**config.mk**
```make
export PLATFORM = sky130hd
export DESIGN_NAME = staggered_enable_seq
export DESIGN_NICKNAME = d
export VERILOG_FILES = /design/src/rtl/staggered_enable_seq.sv
export SDC_FILE = /design/constraint.sdc
export NUM_CORES = 1
export LEC_CHECK = 0
export BUFFER_PORTS_ARGS = -buffer_cell sky130_fd_sc_hd__buf_2
export CAP_MARGIN = 10
export CORE_MARGIN = 1.5
export CORE_UTILIZATION = 55
export CTS_CLUSTER_DIAMETER = 60
export DETAILED_ROUTE_END_ITERATION = 7
export GPL_TIMING_DRIVEN = 0
export PLACE_DENSITY_LB_ADDON = 0.1
export SYNTH_ARGS = -nofsm -noshare
export SYNTH_HDL_FRONTEND = slang
export SYNTH_SLANG_ARGS = --single-unit
```
**constraint.sdc**
```tcl
create_clock -name clk_i -period 2.9 [get_ports clk_i]
set_input_delay 0.145 -clock clk_i [delete_from_list [all_inputs] [get_ports clk_i]]
set_output_delay 0.145 -clock clk_i [all_outputs]
set_load 0.05 [all_outputs]
```
**src/rtl/staggered_enable_seq.sv**
```systemverilog
module staggered_enable_seq #(
  parameter int unsigned NCH       = 5,
  parameter int unsigned FIRST_DLY = 750,
  parameter int unsigned BASE_DLY  = 30000,
  parameter int unsigned SS_MAIN   = 25000,
  parameter int unsigned SS_LAST   = 28500
) (
  input  logic           clk_i,
  input  logic           rst_ni,
  input  logic [NCH-1:0] en_i,
  input  logic           fault_i,
  input  logic [NCH-1:0] ov_i,
  output logic [NCH-1:0] run_o,
  output logic [NCH-1:0] busy_o,
  output logic [NCH-1:0] dis_o
);

  function automatic int unsigned dly_of(int unsigned idx);
    return (idx == 0) ? FIRST_DLY : idx * BASE_DLY;
  endfunction

  localparam int unsigned LAST_DLY = (NCH - 1) * BASE_DLY;
  localparam int unsigned MAX_DLY  = (LAST_DLY > FIRST_DLY) ? LAST_DLY : FIRST_DLY;
  localparam int unsigned MAX_SS   = (SS_LAST > SS_MAIN) ? SS_LAST : SS_MAIN;
  localparam int unsigned DW       = $clog2(MAX_DLY + 1);
  localparam int unsigned SW       = $clog2(MAX_SS + 1);

  for (genvar g = 0; g < NCH; g++) begin : g_ch
    localparam logic [DW-1:0] DLY = DW'(dly_of(g));
    localparam logic [SW-1:0] SST = SW'((g == NCH - 1) ? SS_LAST : SS_MAIN);

    logic [DW-1:0] dcnt;
    logic [SW-1:0] scnt;
    logic          armed;
    logic          run;

    assign armed = en_i[g] & ~fault_i;
    assign run   = armed & (dcnt == DLY) & ~ov_i[g];

    always_ff @(posedge clk_i or negedge rst_ni) begin
      if (!rst_ni) begin
        dcnt <= '0;
        scnt <= '0;
      end else begin
        if (!armed)           dcnt <= '0;
        else if (dcnt != DLY) dcnt <= dcnt + 1'b1;
        if (!run)             scnt <= '0;
        else if (scnt != SST) scnt <= scnt + 1'b1;
      end
    end

    assign run_o[g]  = run;
    assign busy_o[g] = run & (scnt != SST);
    assign dis_o[g]  = ~en_i[g];
  end

endmodule

```
## Word-level counts from Yosys, hierarchy flattened

Cells that the tools add are included.

- Bits in registers: 160
- Bits in latches: 0
- Memory bits (writable): 0
- ROM bits: 0
- Bits of input ports: 13
- Memories: 0

- Add/sub/neg operators: 10
- $mul: 0
- Divide/modulo/power cells: 0
- Order comparisons: 0
- Eq/ne operators: 25
- Shifts and indexed selects: 0
- Muxes and demuxes: 20
- Bitwise logic cells: 31
- Reduce and logical (&&, ||, !) cells: 0

Operators with widths:

| cell | count |
|---|---|
| $mux W17 | 10 |
| $mux W15 | 10 |
| $add A17 B1 Y17 const B | 5 |
| $add A15 B1 Y15 const B | 5 |
| $ne A15 B15 Y1 const B | 5 |
| $eq A17 B17 Y1 const B | 2 |
| $ne A17 B17 Y1 const B | 2 |
| $and A1 B1 Y1 | 20 |
| $ne A2 B1 Y1 const B | 10 |
| $eq A17 B10 Y1 const B | 1 |
| $eq A17 B15 Y1 const B | 1 |
| $eq A17 B16 Y1 const B | 1 |
| $ne A17 B10 Y1 const B | 1 |
| $ne A17 B15 Y1 const B | 1 |
| $ne A17 B16 Y1 const B | 1 |
| $not A1 Y1 | 11 |

## Longest topological paths before layout

- Depth in word-level cells: 5
- Mapped depth: 9

## Least setup slack after synthesis

No wires, ideal clock.

- Path type: reg2out
- Start point: reg g_ch[3].dcnt[2]
- End point: out busy_o[3]
- Arrival: 2818 ps
- Data required time: 2755 ps
- Slack: -63 ps
- Stages on the path, launching flop included: 6
- Cells stage by stage: dfrtp_1 or4_4 or4_4 or4_4 buf_6 nor2b_1

- Longest elaborated chain between the ends: 4

RTL lines:

| item | line | source |
|---|---|---|
| start: declaration | 32 | `logic [DW-1:0] dcnt;` |
| start signal: assignment | 46 | `else if (dcnt != DLY) dcnt <= dcnt + 1'b1;` |
| $eq A17 B17 Y1 | 38 | `assign run = armed & (dcnt == DLY) & ~ov_i[g];` |
| $and A1 B1 Y1 (2 in a row) | 38 |  |
| $and A1 B1 Y1 | 53 | `assign busy_o[g] = run & (scnt != SST);` |
| end: declaration | 14 | `output logic [NCH-1:0] busy_o,` |

No other way between the ends.

## Worst setup path after layout

- Start point: reg g_ch[3].dcnt[2]
- End point: out run_o[3]

- Longest elaborated chain between the ends: 3

RTL lines:

| item | line | source |
|---|---|---|
| $eq A17 B17 Y1 | 38 |  |
| $and A1 B1 Y1 (2 in a row) | 38 |  |
| end: declaration | 13 | `output logic [NCH-1:0] run_o,` |

No other way between the ends.

==> summary.md <==
| Metric | Value |
|---|---|
| Status | finished with violations |
| Failing checks | negative setup slack |
| Worst-path clk slew | 60 ps |
| Cell mode on critical path | or4_4 |
| Net Sw Power | 0.000965 W |
| Required @ worst endpoint | 2760 ps |
| Async SR Flop Fraction | 100% |
| Num CTS Buffers | 17 |
| Root Driver | clkbuf_16 |
| RSZ-0062 raised after global routing | true |
| IO Count | 28 |
| Fin Setup TNS | -59.9 ps |
| Leakage power | 3.79 nW |
| Largest family of logic cells by synthesized area | simple AND/OR/NAND/NOR gates |
| Terminus of the critical flop-to-flop path | g_ch[3].scnt[6] |
| Initial Utilization | 56.1% |
| Hold Path Stages | 3 |
| EDFF count, synth | 0 |
| Final setup violation count | 2 |
| Syn avg cell area | roughly 9.3 um2 |
| Slowest cell on crit path | or4_4 |
| Worst path max stage delay | a little under 600 ps |
| Startpoint Class | flip-flop |
| Hold path start | ov_i[3] |
| Internal | 0.00348 W |
| Worst min path class | in2reg |
| CTS Buffer Depth | 2 |
| Crit-path max FO | 4 |
| Fin area | 9650 um2 |
| Syn Inst Count | 921 |
| XOR/XNOR Fraction of Synth Area | a little under an eighth |
| Vias post-DR | 6553 |
| Clock Power Share | a little under half |
| Synthesized area | between 8000 and 9000 um2 |
| Crit path cell chain | or4_4, or4_4, or4_4, buf_8, inv_6, buf_8 |
| R2R Setup Slk | 360 ps |
| Post-Synth Simple-Gate Area | 29.0% |
| FF-to-FF Start | g_ch[3].dcnt[2] |
| Yosys cell types | 49 |
| Slew Viols, Final | 0 |
| Drt total wl | 16800 um |
| Die height | 128 um |
| P per Cell Area | 461 nW/um2 |
| CP Class | reg2out |
| Drt wl/cell | 14.3 um |
| Synth Area in Compound Gates | 4.36% |
| Overall routing resource usage | a little over a fifth |
| Seq pwr share | around 51% |
| Syn_nets | ~950 |
| Top cells by area, synth | dfrtp_1, xnor2_1, nor2_1, xor2_1, nand3_1 |
| Synthesis-stage register bit count | 160 |
| Die width | 128 um |
| Most used DFF post-synth | dfrtp_1 |
| Worst slew pin tran | 892 ps |
| H-tree levels | 4 |
| WHS Endpoint | g_ch[3].scnt[2] |
| Final Hold Viols | 0 |
| Initial antenna violation count | 0 |
| CTS Sinks | 160 |
| Vias per inst | around 5.6 |
| Final nets | around 1000 |
| CP bufs+invs | 3 |
| Synth top area share | between 40% and 50% |
| Fin crit share | 101% |
| Largest net degree at the start of global routing | 110 |
| Skew-Pair Late Insertion Delay | between 400 and 500 ps |
| Sequential-to-total area share from yosys stat | 46.9% |
| Detailed Route Iter0 Violations | 422 |
| Tmin final | 2940 ps |
| DRC | 0 |
| Final Util | a little under two thirds |
| Dpl cell area | a little under 9000 um2 |
| Vias in the first global route | between 6000 and 7000 |
| Skew final | 6.95 ps |
| Sw Share | 21.7% |
| Worst setup margin | -39.2 ps |
| Synth area leader | dfrtp_1 |
| TritonCTS clock tree | built |
| Die ar. | 16300 um2 |
| Area Overhead vs Synth | 13.1% |
| Rows | 45 |
| Multiplexer area fraction after synthesis | 0.939% |
| First-pass GRT wire length | roughly 29000 um |
| Leading cell type in the layout, fill and taps excluded | dfrtp_1 |
| Core ar. | 15200 um2 |
| Post-DP HPWL | 10600 um |
| Final antenna-violating net count | 0 |
| Max Clk Rate | 340 MHz |
| DRT Pass-1 Iters | 4 |
| Yosys Warn Count | 0 |
| Total grt overflow | 0 |
| CP arrival | 2790 ps |
| Largest delay share family, worst path | simple AND/OR/NAND/NOR gates |
| Layout cells sized above 1 | 10.8% |
| Reg2reg path depth | 6 |
| Post-Synth Adder-Cell Area | 2.93% |
| Worst vdd ir | 0.380 mV |
| CP Capture Type | output pin |
| Comb pwr share | under 10% |
| Commonest non-fill, non-tap cells in the layout | dfrtp_1, nor2_1, xnor2_1 |
| GP Congestion | roughly 0.8 |
| Max-cap violations | 0 |
| Count of input and output buffers | 27 |
| Slew headroom | between 40 and 50% |
| Inserted Diodes | 0 |
==> through the flow <==
stage                     instances  setup slack (ps)  hold WS (ps)  power (W)
final                          1176             -39.2          86.1    0.00445
after floorplan                 921              86.4          -151    0.00234
after CTS                      1167             -88.6          64.3    0.00451
after global placement         1136              -764           528    0.00242
after global routing           1176              -102          75.0    0.00463
after detailed placement       1137              36.0          89.1    0.00242
==> worst max-delay path by stage <==
stage / start / endpoint / slack (ps) / cells after the start
after global placement: rst_ni / g_ch[0].scnt[8] / -760 / 1
after CTS: g_ch[3].dcnt[3] / run_o[3] / -90 / 6
after floorplan: g_ch[2].dcnt[13] / busy_o[2] / 90 / 6
after global routing: g_ch[3].dcnt[2] / run_o[3] / -100 / 6
final: g_ch[3].dcnt[2] / run_o[3] / -40 / 6
after detailed placement: g_ch[2].dcnt[13] / run_o[2] / 40 / 8
==> power groups by stage <==
stage / registers, W / clock network (W) / logic, W
5_1_grt: 0.00225 / 0.00223 / 0.000155
3_3_place_gp: 0.00229 / 0 / 0.000128
2_1_floorplan: 0.00229 / 0 / 0.0000558
3_5_place_dp: 0.00229 / 0 / 0.000135
4_1_cts: 0.00225 / 0.00212 / 0.000137
6_report: 0.00225 / 0.00207 / 0.000134
==> final cells by class <==
| type | instances | area [um2] |
|---|---|---|
| plain buffers | 25 | 120 |
| clock buffers | 20 | 457 |
| clock inverters | 11 | 91.3 |
| fillers | 1287 | 5560 |
| inverters | 52 | 200 |
| multi-input cells | 677 | 4230 |
| flip-flops and latches | 160 | 4000 |
| well taps | 188 | 235 |
| repair buffers | 43 | 309 |
==> per-layer routing <==
layer | track usage (%) | wire, um | up-vias
met3 | 4.44 | 494 | 7
li1 | - | - | 3314
met5 | 0 | 0 | -
met1 | 29.3 | 8150 | 3132
met2 | 35.1 | 8060 | 100
met4 | 5.95 | 92 | 0
==> worst min-delay path: cells and delay by family <==
family	cells	cell delay [ps]
AOI/OAI and AO/OA	1	60
and+or+nand+nor	1	170
buffers and inverters	1	80
==> timing repair <==
item	CTS	global route
endpoints found under the hold margin	51	0
cloned	0	1
hold buffers	1	0
gates resized for setup	11	8
endpoints found under the setup margin	8	9
pin swaps	3	5
buffers inserted	6	8
==> registers in the layout, indices dropped and copies added, names as in the netlist <==
signal     flops
g_ch.dcnt     85
g_ch.scnt     75
==> synth_stat cells (3+ instances only) <==
cell type / number
inv_1: 52
dfrtp_1: 160
nor2b_1: 3
nand2_1: 43
xnor2_1: 76
or3_1: 15
or3b_2: 3
o21ai_0: 17
or4_1: 4
a21oi_1: 29
nand4_1: 43
nand2b_1: 10
buf_4: 5
ha_1: 20
or4_4: 3
nor2_1: 153
nand3_1: 63
nand3b_1: 5
clkbuf_1: 24
a31o_2: 6
or4b_2: 6
nor4_1: 36
nor3_1: 38
and4_1: 12
xor2_1: 38
mux2i_1: 8
and3b_1: 3
nor4b_1: 8
and3_1: 13
==> cell families after synthesis <==
family / count (synthesis)
AOI/OAI and AO/OA: 63
xor gates and xnor gates: 114
adders and majority gates: 20
buffers and inverters: 85
DFF: 160
muxes: 8
and+or+nand+nor: 471
No activity file was read; power rests on OpenSTA's default activity.
